===== src/rtl/rtc_trim_pkg.sv =====
package rtc_trim_pkg;

    localparam int MAG_W = 5;

    typedef enum logic [1:0] {
        TRIM_NONE = 2'd0,
        TRIM_FAST = 2'd1,
        TRIM_SLOW = 2'd2
    } trim_mode_e;

    typedef struct packed {
        logic [MAG_W-1:0] mag;
        logic             fast;
    } trim_cfg_t;

    // Mode for second 0 of a given minute index under a captured setting.
    function automatic trim_mode_e pick_mode(input int unsigned min_idx,
                                             input trim_cfg_t    cfg);
        int unsigned span;
        span = 2 * 32'(cfg.mag);
        if (cfg.mag != '0 && min_idx < span)
            return cfg.fast ? TRIM_FAST : TRIM_SLOW;
        return TRIM_NONE;
    endfunction

endpackage


===== src/rtl/trim_prescaler.sv =====
module trim_prescaler
    import rtc_trim_pkg::*;
#(
    parameter int PRE_DIV = 256,
    localparam int P_W    = $clog2(PRE_DIV)
) (
    input  logic       clk,
    input  logic       rst,
    input  logic       tick_en,
    input  trim_mode_e mode,
    input  logic       first_period,
    output logic       stage_end
);

    logic [P_W-1:0] cnt;
    logic [P_W-1:0] term;

    // In a fast-trimmed second the first stage period is halved.
    always_comb begin
        if (mode == TRIM_FAST && first_period)
            term = P_W'(PRE_DIV / 2 - 1);
        else
            term = P_W'(PRE_DIV - 1);
    end

    assign stage_end = tick_en && (cnt == term);

    always_ff @(posedge clk) begin
        if (rst)
            cnt <= '0;
        else if (tick_en)
            cnt <= stage_end ? '0 : cnt + 1'b1;
    end

    // Every tick that does not end a stage period advances the count.
    p_tick_counted_r9: assert property (@(posedge clk) disable iff (rst)
        (tick_en && !stage_end) |=> cnt == $past(cnt) + 1'b1);

    // Without a tick the count holds.
    p_idle_hold_r9: assert property (@(posedge clk) disable iff (rst)
        !tick_en |=> $stable(cnt));

endmodule


===== src/rtl/trim_second_div.sv =====
module trim_second_div
    import rtc_trim_pkg::*;
#(
    parameter int POST_DIV = 128,
    localparam int Q_W     = $clog2(POST_DIV + 1)
) (
    input  logic       clk,
    input  logic       rst,
    input  logic       stage_end,
    input  trim_mode_e mode,
    output logic       first_period,
    output logic       sec_end
);

    logic [Q_W-1:0] cnt;
    logic [Q_W-1:0] term;

    // A slow-trimmed second swallows one extra stage period.
    always_comb begin
        if (mode == TRIM_SLOW)
            term = Q_W'(POST_DIV);
        else
            term = Q_W'(POST_DIV - 1);
    end

    assign first_period = (cnt == '0);
    assign sec_end      = stage_end && (cnt == term);

    always_ff @(posedge clk) begin
        if (rst)
            cnt <= '0;
        else if (stage_end)
            cnt <= (cnt == term) ? '0 : cnt + 1'b1;
    end

    // The extra count position is reached only in a slow-trimmed second.
    p_extra_slow_only_r3: assert property (@(posedge clk) disable iff (rst)
        (cnt == Q_W'(POST_DIV)) |-> mode == TRIM_SLOW);

endmodule


===== src/rtl/trim_minute_seq.sv =====
module trim_minute_seq
    import rtc_trim_pkg::*;
#(
    parameter int SECS_PER_MIN = 60,
    parameter int CYCLE_MIN    = 64,
    localparam int S_W         = $clog2(SECS_PER_MIN),
    localparam int C_W         = $clog2(CYCLE_MIN)
) (
    input  logic           clk,
    input  logic           rst,
    input  logic           sec_end,
    input  trim_cfg_t      cfg_in,
    output trim_mode_e     mode,
    output logic           min_end,
    output logic [C_W-1:0] min_idx
);

    logic [S_W-1:0] sec_idx;
    trim_cfg_t      cfg_q;

    assign min_end = sec_end && (sec_idx == S_W'(SECS_PER_MIN - 1));

    always_comb begin
        if (sec_idx == '0)
            mode = pick_mode(32'(min_idx), cfg_q);
        else
            mode = TRIM_NONE;
    end

    always_ff @(posedge clk) begin
        if (rst) begin
            sec_idx <= '0;
            min_idx <= '0;
            cfg_q   <= cfg_in;
        end else if (sec_end) begin
            if (min_end) begin
                sec_idx <= '0;
                min_idx <= (min_idx == C_W'(CYCLE_MIN - 1)) ? '0 : min_idx + 1'b1;
                cfg_q   <= cfg_in;
            end else begin
                sec_idx <= sec_idx + 1'b1;
            end
        end
    end

    // Captured setting changes only at a minute boundary.
    p_cfg_hold_r7: assert property (@(posedge clk) disable iff (rst)
        !min_end |=> $stable(cfg_q));

    // Minute index changes only at a minute boundary.
    p_min_hold_r6: assert property (@(posedge clk) disable iff (rst)
        !min_end |=> $stable(min_idx));

    // Minute index stays inside the window.
    p_min_range_r6: assert property (@(posedge clk) disable iff (rst)
        32'(min_idx) < CYCLE_MIN);

endmodule


===== src/rtl/rtc_rate_trim.sv =====
module rtc_rate_trim
    import rtc_trim_pkg::*;
#(
    parameter int PRE_DIV      = 256,
    parameter int POST_DIV     = 128,
    parameter int SECS_PER_MIN = 60,
    parameter int CYCLE_MIN    = 64,
    localparam int C_W         = $clog2(CYCLE_MIN)
) (
    input  logic             clk,
    input  logic             rst,
    input  logic             tick_en,
    input  logic [MAG_W-1:0] trim_mag,
    input  logic             trim_fast,
    output logic             sec_pulse,
    output logic             min_pulse,
    output logic [C_W-1:0]   cycle_min
);

    trim_cfg_t  cfg_in;
    trim_mode_e mode;
    logic       stage_end;
    logic       first_period;
    logic       sec_end;
    logic       min_end;

    assign cfg_in = '{mag: trim_mag, fast: trim_fast};

    trim_prescaler #(.PRE_DIV(PRE_DIV)) u_pre (
        .clk          (clk),
        .rst          (rst),
        .tick_en      (tick_en),
        .mode         (mode),
        .first_period (first_period),
        .stage_end    (stage_end)
    );

    trim_second_div #(.POST_DIV(POST_DIV)) u_sec (
        .clk          (clk),
        .rst          (rst),
        .stage_end    (stage_end),
        .mode         (mode),
        .first_period (first_period),
        .sec_end      (sec_end)
    );

    trim_minute_seq #(
        .SECS_PER_MIN (SECS_PER_MIN),
        .CYCLE_MIN    (CYCLE_MIN)
    ) u_min (
        .clk     (clk),
        .rst     (rst),
        .sec_end (sec_end),
        .cfg_in  (cfg_in),
        .mode    (mode),
        .min_end (min_end),
        .min_idx (cycle_min)
    );

    always_ff @(posedge clk) begin
        if (rst) begin
            sec_pulse <= 1'b0;
            min_pulse <= 1'b0;
        end else begin
            sec_pulse <= sec_end;
            min_pulse <= min_end;
        end
    end

    p_min_with_sec_r6: assert property (@(posedge clk) disable iff (rst)
        min_pulse |-> sec_pulse);

    p_pulse_after_tick_r9: assert property (@(posedge clk) disable iff (rst)
        sec_pulse |-> $past(tick_en));

    // The trim mode is fixed for the whole of a second.
    p_mode_steady_r4: assert property (@(posedge clk) disable iff (rst)
        !sec_end |=> $stable(mode));

endmodule


===== config.mk =====
export PLATFORM = sky130hd
export DESIGN_NAME = rtc_rate_trim
export DESIGN_NICKNAME = d
export VERILOG_FILES = /design/src/rtl/rtc_trim_pkg.sv /design/src/rtl/trim_prescaler.sv /design/src/rtl/trim_second_div.sv /design/src/rtl/trim_minute_seq.sv /design/src/rtl/rtc_rate_trim.sv
export SDC_FILE = /design/constraint.sdc
export NUM_CORES = 1
export LEC_CHECK = 0
export BUFFER_PORTS_ARGS = -buffer_cell sky130_fd_sc_hd__buf_2
export CORE_ASPECT_RATIO = 1.1
export CORE_MARGIN = 8
export CORE_UTILIZATION = 30
export CTS_CLUSTER_DIAMETER = 200
export DETAILED_ROUTE_END_ITERATION = 10
export PLACE_DENSITY = 0.56
export SLEW_MARGIN = 5
export SYNTH_ARGS = -nofsm -noshare
export SYNTH_HDL_FRONTEND = slang
export SYNTH_HIERARCHICAL = 1
export SYNTH_SLANG_ARGS = --single-unit

===== constraint.sdc =====
create_clock -name clk -period 4.1 [get_ports clk]
set_input_delay 0.205 -clock clk [delete_from_list [all_inputs] [get_ports clk]]
set_output_delay 0.205 -clock clk [all_outputs]
set_load 0.1 [all_outputs]

==> flow_metrics.env <==
export IMPL_synth_seq_area_share_pct=42.2
export IMPL_synth_seq_cells=36
export IMPL_drv_cap=0
export IMPL_vias=1426
export IMPL_cts_root_buf="clkbuf_8"
export IMPL_portBuffers=16
export IMPL_period_minus_slack_ns=3.69
export IMPL_rsz0062_at_grt="false"
export IMPL_syn_avg_cell_area_um2=9.64
export IMPL_required_ns=4.04
export IMPL_cts_tree="done"
export IMPL_ios=17
export IMPL_netlist_area_um2=1850
export IMPL_power_leakage_nw=0.802
export IMPL_hp_class="input port to flip-flop"
export IMPL_drtAntennaViolNets=0
export IMPL_synth_top_flop_cell="dfxtp_1"
export IMPL_finalClockSkew_ns=0.00490
export IMPL_postSynth_asyncResetShare_pct=0
export IMPL_ys_types=45
export IMPL_grt_pass1_wl_um=6560
export IMPL_use_met2_pct=13.7
export IMPL_critPathLaunchType="flip-flop"
export IMPL_drcViolationCount=0
export IMPL_die_h_um=98.4
export IMPL_die_w_um=90.9
export IMPL_fin_hold_ws_ns=0.104
export IMPL_postSynthCellCount=192
export IMPL_synth_simple_area_share_pct=23.6
export IMPL_pre_cts_slack_ns=0.458
export IMPL_end_kind="flip-flop"
export IMPL_hpwl_um=2720
export IMPL_ir_drop_mv=0.113
export IMPL_grtUsageMet1_pct=10.7
export IMPL_synthAdderAreaFrac_pct=6.76
export IMPL_synth_nets=211
export IMPL_rows=30
export IMPL_fmax_ghz=0.271
export IMPL_cts_setup_buffers=0
export IMPL_core_um2=6080
export IMPL_clk_path_buf_depth=2
export IMPL_synth_xor_area_share_pct=7.57
export IMPL_fillers=645
export IMPL_syn_to_final_growth_pct=12.8
export IMPL_first_global_vias=1425
export IMPL_dr_first_iter_drc_count=139
export IMPL_clock_sinks=36
export IMPL_power_mw=0.657
export IMPL_synth_compound_area_share_pct=14.3
export IMPL_htree_levels=2
export IMPL_cts_made_buffers=5
export IMPL_overflow=0
export IMPL_n_antenna_cell=0
export IMPL_powerDensity_nw_per_um2=314
export IMPL_detail_route_wl_per_cell_um=12.6
export IMPL_clk_latency_ns=0.28
export IMPL_fin_crit_sh_pct=90.1
export IMPL_max_slew_margin_pct=66.3
export IMPL_hold_viol_final=0
export IMPL_slew_violations=0
export IMPL_crit_fanout=11
export IMPL_globalplace_congestion=0.738
export IMPL_viasPerCell=4.90
export IMPL_ctsHoldBuffers=0
export IMPL_synth_top_family_by_area="simple AND/OR/NAND/NOR gates"
export IMPL_synthMuxAreaShare_pct=1.08
export IMPL_status="finished, final reports clean"
export IMPL_worst_slew_pin_slew_ns=0.506
export IMPL_met3_usage_pct=2.69
export IMPL_drive_gt1_share_pct=16.1
export IMPL_postCtsResizedCells=0
export IMPL_clk_pin_slew_ns=0.07
export IMPL_start_util_pct=30.5
export IMPL_dieArea_um2=8950
export IMPL_antenna_found_initial=0
export IMPL_grt_max_degree=28
export IMPL_crit_arrival_ns=3.63
export IMPL_drt_total_wl_um=3680
export IMPL_fin_nets=229
export IMPL_synth_edf_count=6
export IMPL_setup_slack_ns=0.407
export IMPL_tns_ns=0
export IMPL_setup_viol=0
export IMPL_synth_warnings=6
export IMPL_first_pass_iters=4
export IMPL_busiest_layer="met2"
export IMPL_track_usage_pct=8.79
export IMPL_crit_type="flip-flop to flip-flop"
[area by class of cell]
cell class | count | area, µm² | share of cell area (%)
Inverter | 10 | 37.5 | 1.80
Tap cell | 80 | 100 | 4.79
Clock buffer | 8 | 80.1 | 3.83
Multi-Input combinational cell | 139 | 987 | 47.2
Sequential cell | 36 | 790 | 37.8
Timing Repair Buffer | 18 | 95.1 | 4.55
[worst paths after layout]
path / start / to / slack (ns) / cells after the start
setup / recovery: u_min/min_idx[2]$_SDFFE_PP0P_ / u_min/cfg_q[1]$_DFFE_PP_ / 0.41 / 10
hold / removal: trim_fast / u_min/cfg_q[0]$_DFFE_PP_ / 0.10 / 1
setup reg to reg: u_min/min_idx[2]$_SDFFE_PP0P_ / u_min/cfg_q[1]$_DFFE_PP_ / 0.41 / 10
hold reg to reg: u_pre/cnt[6]$_SDFFE_PP0P_ / u_pre/cnt[6]$_SDFFE_PP0P_ / 0.49 / 2
[routing by layer]
layer	routed length (µm)	share of wire, %
met3	154	4.2
met2	1630	44
met5	0	0
met4	38	1.0
met1	1850	50
[Yosys cell counts (4+ instances only)]
| cell type | count | area (µm²) |
|---|---|---|
| dfxtp_1 | 30 | 601 |
| nor2_1 | 15 | 56.3 |
| xor2_1 | 12 | 105 |
| nand2_1 | 11 | 41.3 |
| ha_1 | 10 | 125 |
| inv_1 | 10 | 37.5 |
| a21oi_1 | 8 | 40.0 |
| nand3_1 | 7 | 35.0 |
| nand4_1 | 7 | 43.8 |
| nor3_1 | 7 | 35.0 |
| o21ai_0 | 7 | 35.0 |
| edfxtp_1 | 6 | 180 |
| nand2b_1 | 5 | 31.3 |
| o211ai_1 | 4 | 30.0 |
| or3_1 | 4 | 25.0 |
| xnor2_1 | 4 | 35.0 |
[power breakdown]
group | internal, mW | switching, mW
registers | 0.368 | 0.00764
clock network | 0.121 | 0.113
logic | 0.0169 | 0.0304
[logic make-up after synthesis]
| kind of cell | Yosys count |
|---|---|
| simple gates | 75 |
| compound gates | 36 |
| flops | 36 |
| buf+inv | 17 |
| xor+xnor | 16 |
| fa+ha+maj | 10 |
| mux | 2 |
[sequential cells by signal (all words and copies together) (netlist names)]
register,count
u_pre/cnt,8
u_min/sec_idx,6
sec_pulse,1
u_sec/cnt,8
u_min/min_idx,6
u_min/cfg_q,6
min_pulse,1
[cells in the final DEF, fill, tap and decap left out, types with 2 or more instances in the layout]
master | synthesis | routed
o211ai_1 | 4 | 4
inv_1 | 10 | 10
a2111o_1 | 2 | 2
a311oi_1 | 2 | 2
clkbuf_1 | 0 | 3
o21ai_0 | 7 | 7
nor3_1 | 7 | 7
or3_1 | 4 | 4
nor2_1 | 15 | 15
ha_1 | 10 | 10
nand2b_1 | 5 | 5
nand2_1 | 11 | 11
dfxtp_2 | 0 | 4
or4_1 | 3 | 3
clkbuf_8 | 0 | 5
mux2i_1 | 2 | 2
a21oi_1 | 8 | 8
nand3_1 | 7 | 7
xor2_1 | 12 | 12
buf_2 | 1 | 16
nor2b_1 | 2 | 2
o21ai_1 | 2 | 2
edfxtp_1 | 6 | 6
nand4_1 | 7 | 7
nor4_1 | 2 | 2
and2_1 | 2 | 2
and4b_1 | 2 | 2
buf_4 | 1 | 2
dfxtp_1 | 30 | 25
a31oi_1 | 2 | 2
xnor2_1 | 4 | 4
a211oi_1 | 2 | 2
and3_1 | 2 | 2
[through the flow]
stage                     instances  utilization (%)  cell area [µm²]
final                           291             34.4             2090
after global routing            291             34.4             2090
after CTS                       291             34.4             2090
after detailed placement        283             33.0             2010
after global placement          283             33.0             2010
after floorplan                 192                -             1860
[critical path, stage by stage (launching register included)]
cell,delay (ns)
dfxtp_4,0.37
ha_1,0.29
a2111o_1,0.39
a311oi_1,0.36
and3b_1,0.28
xor2_1,0.33
and2_1,0.21
o21ai_0,0.13
a2111oi_4,0.32
and4b_1,0.30
a21o_1,0.38
No activity file was read; power rests on OpenSTA's default activity.
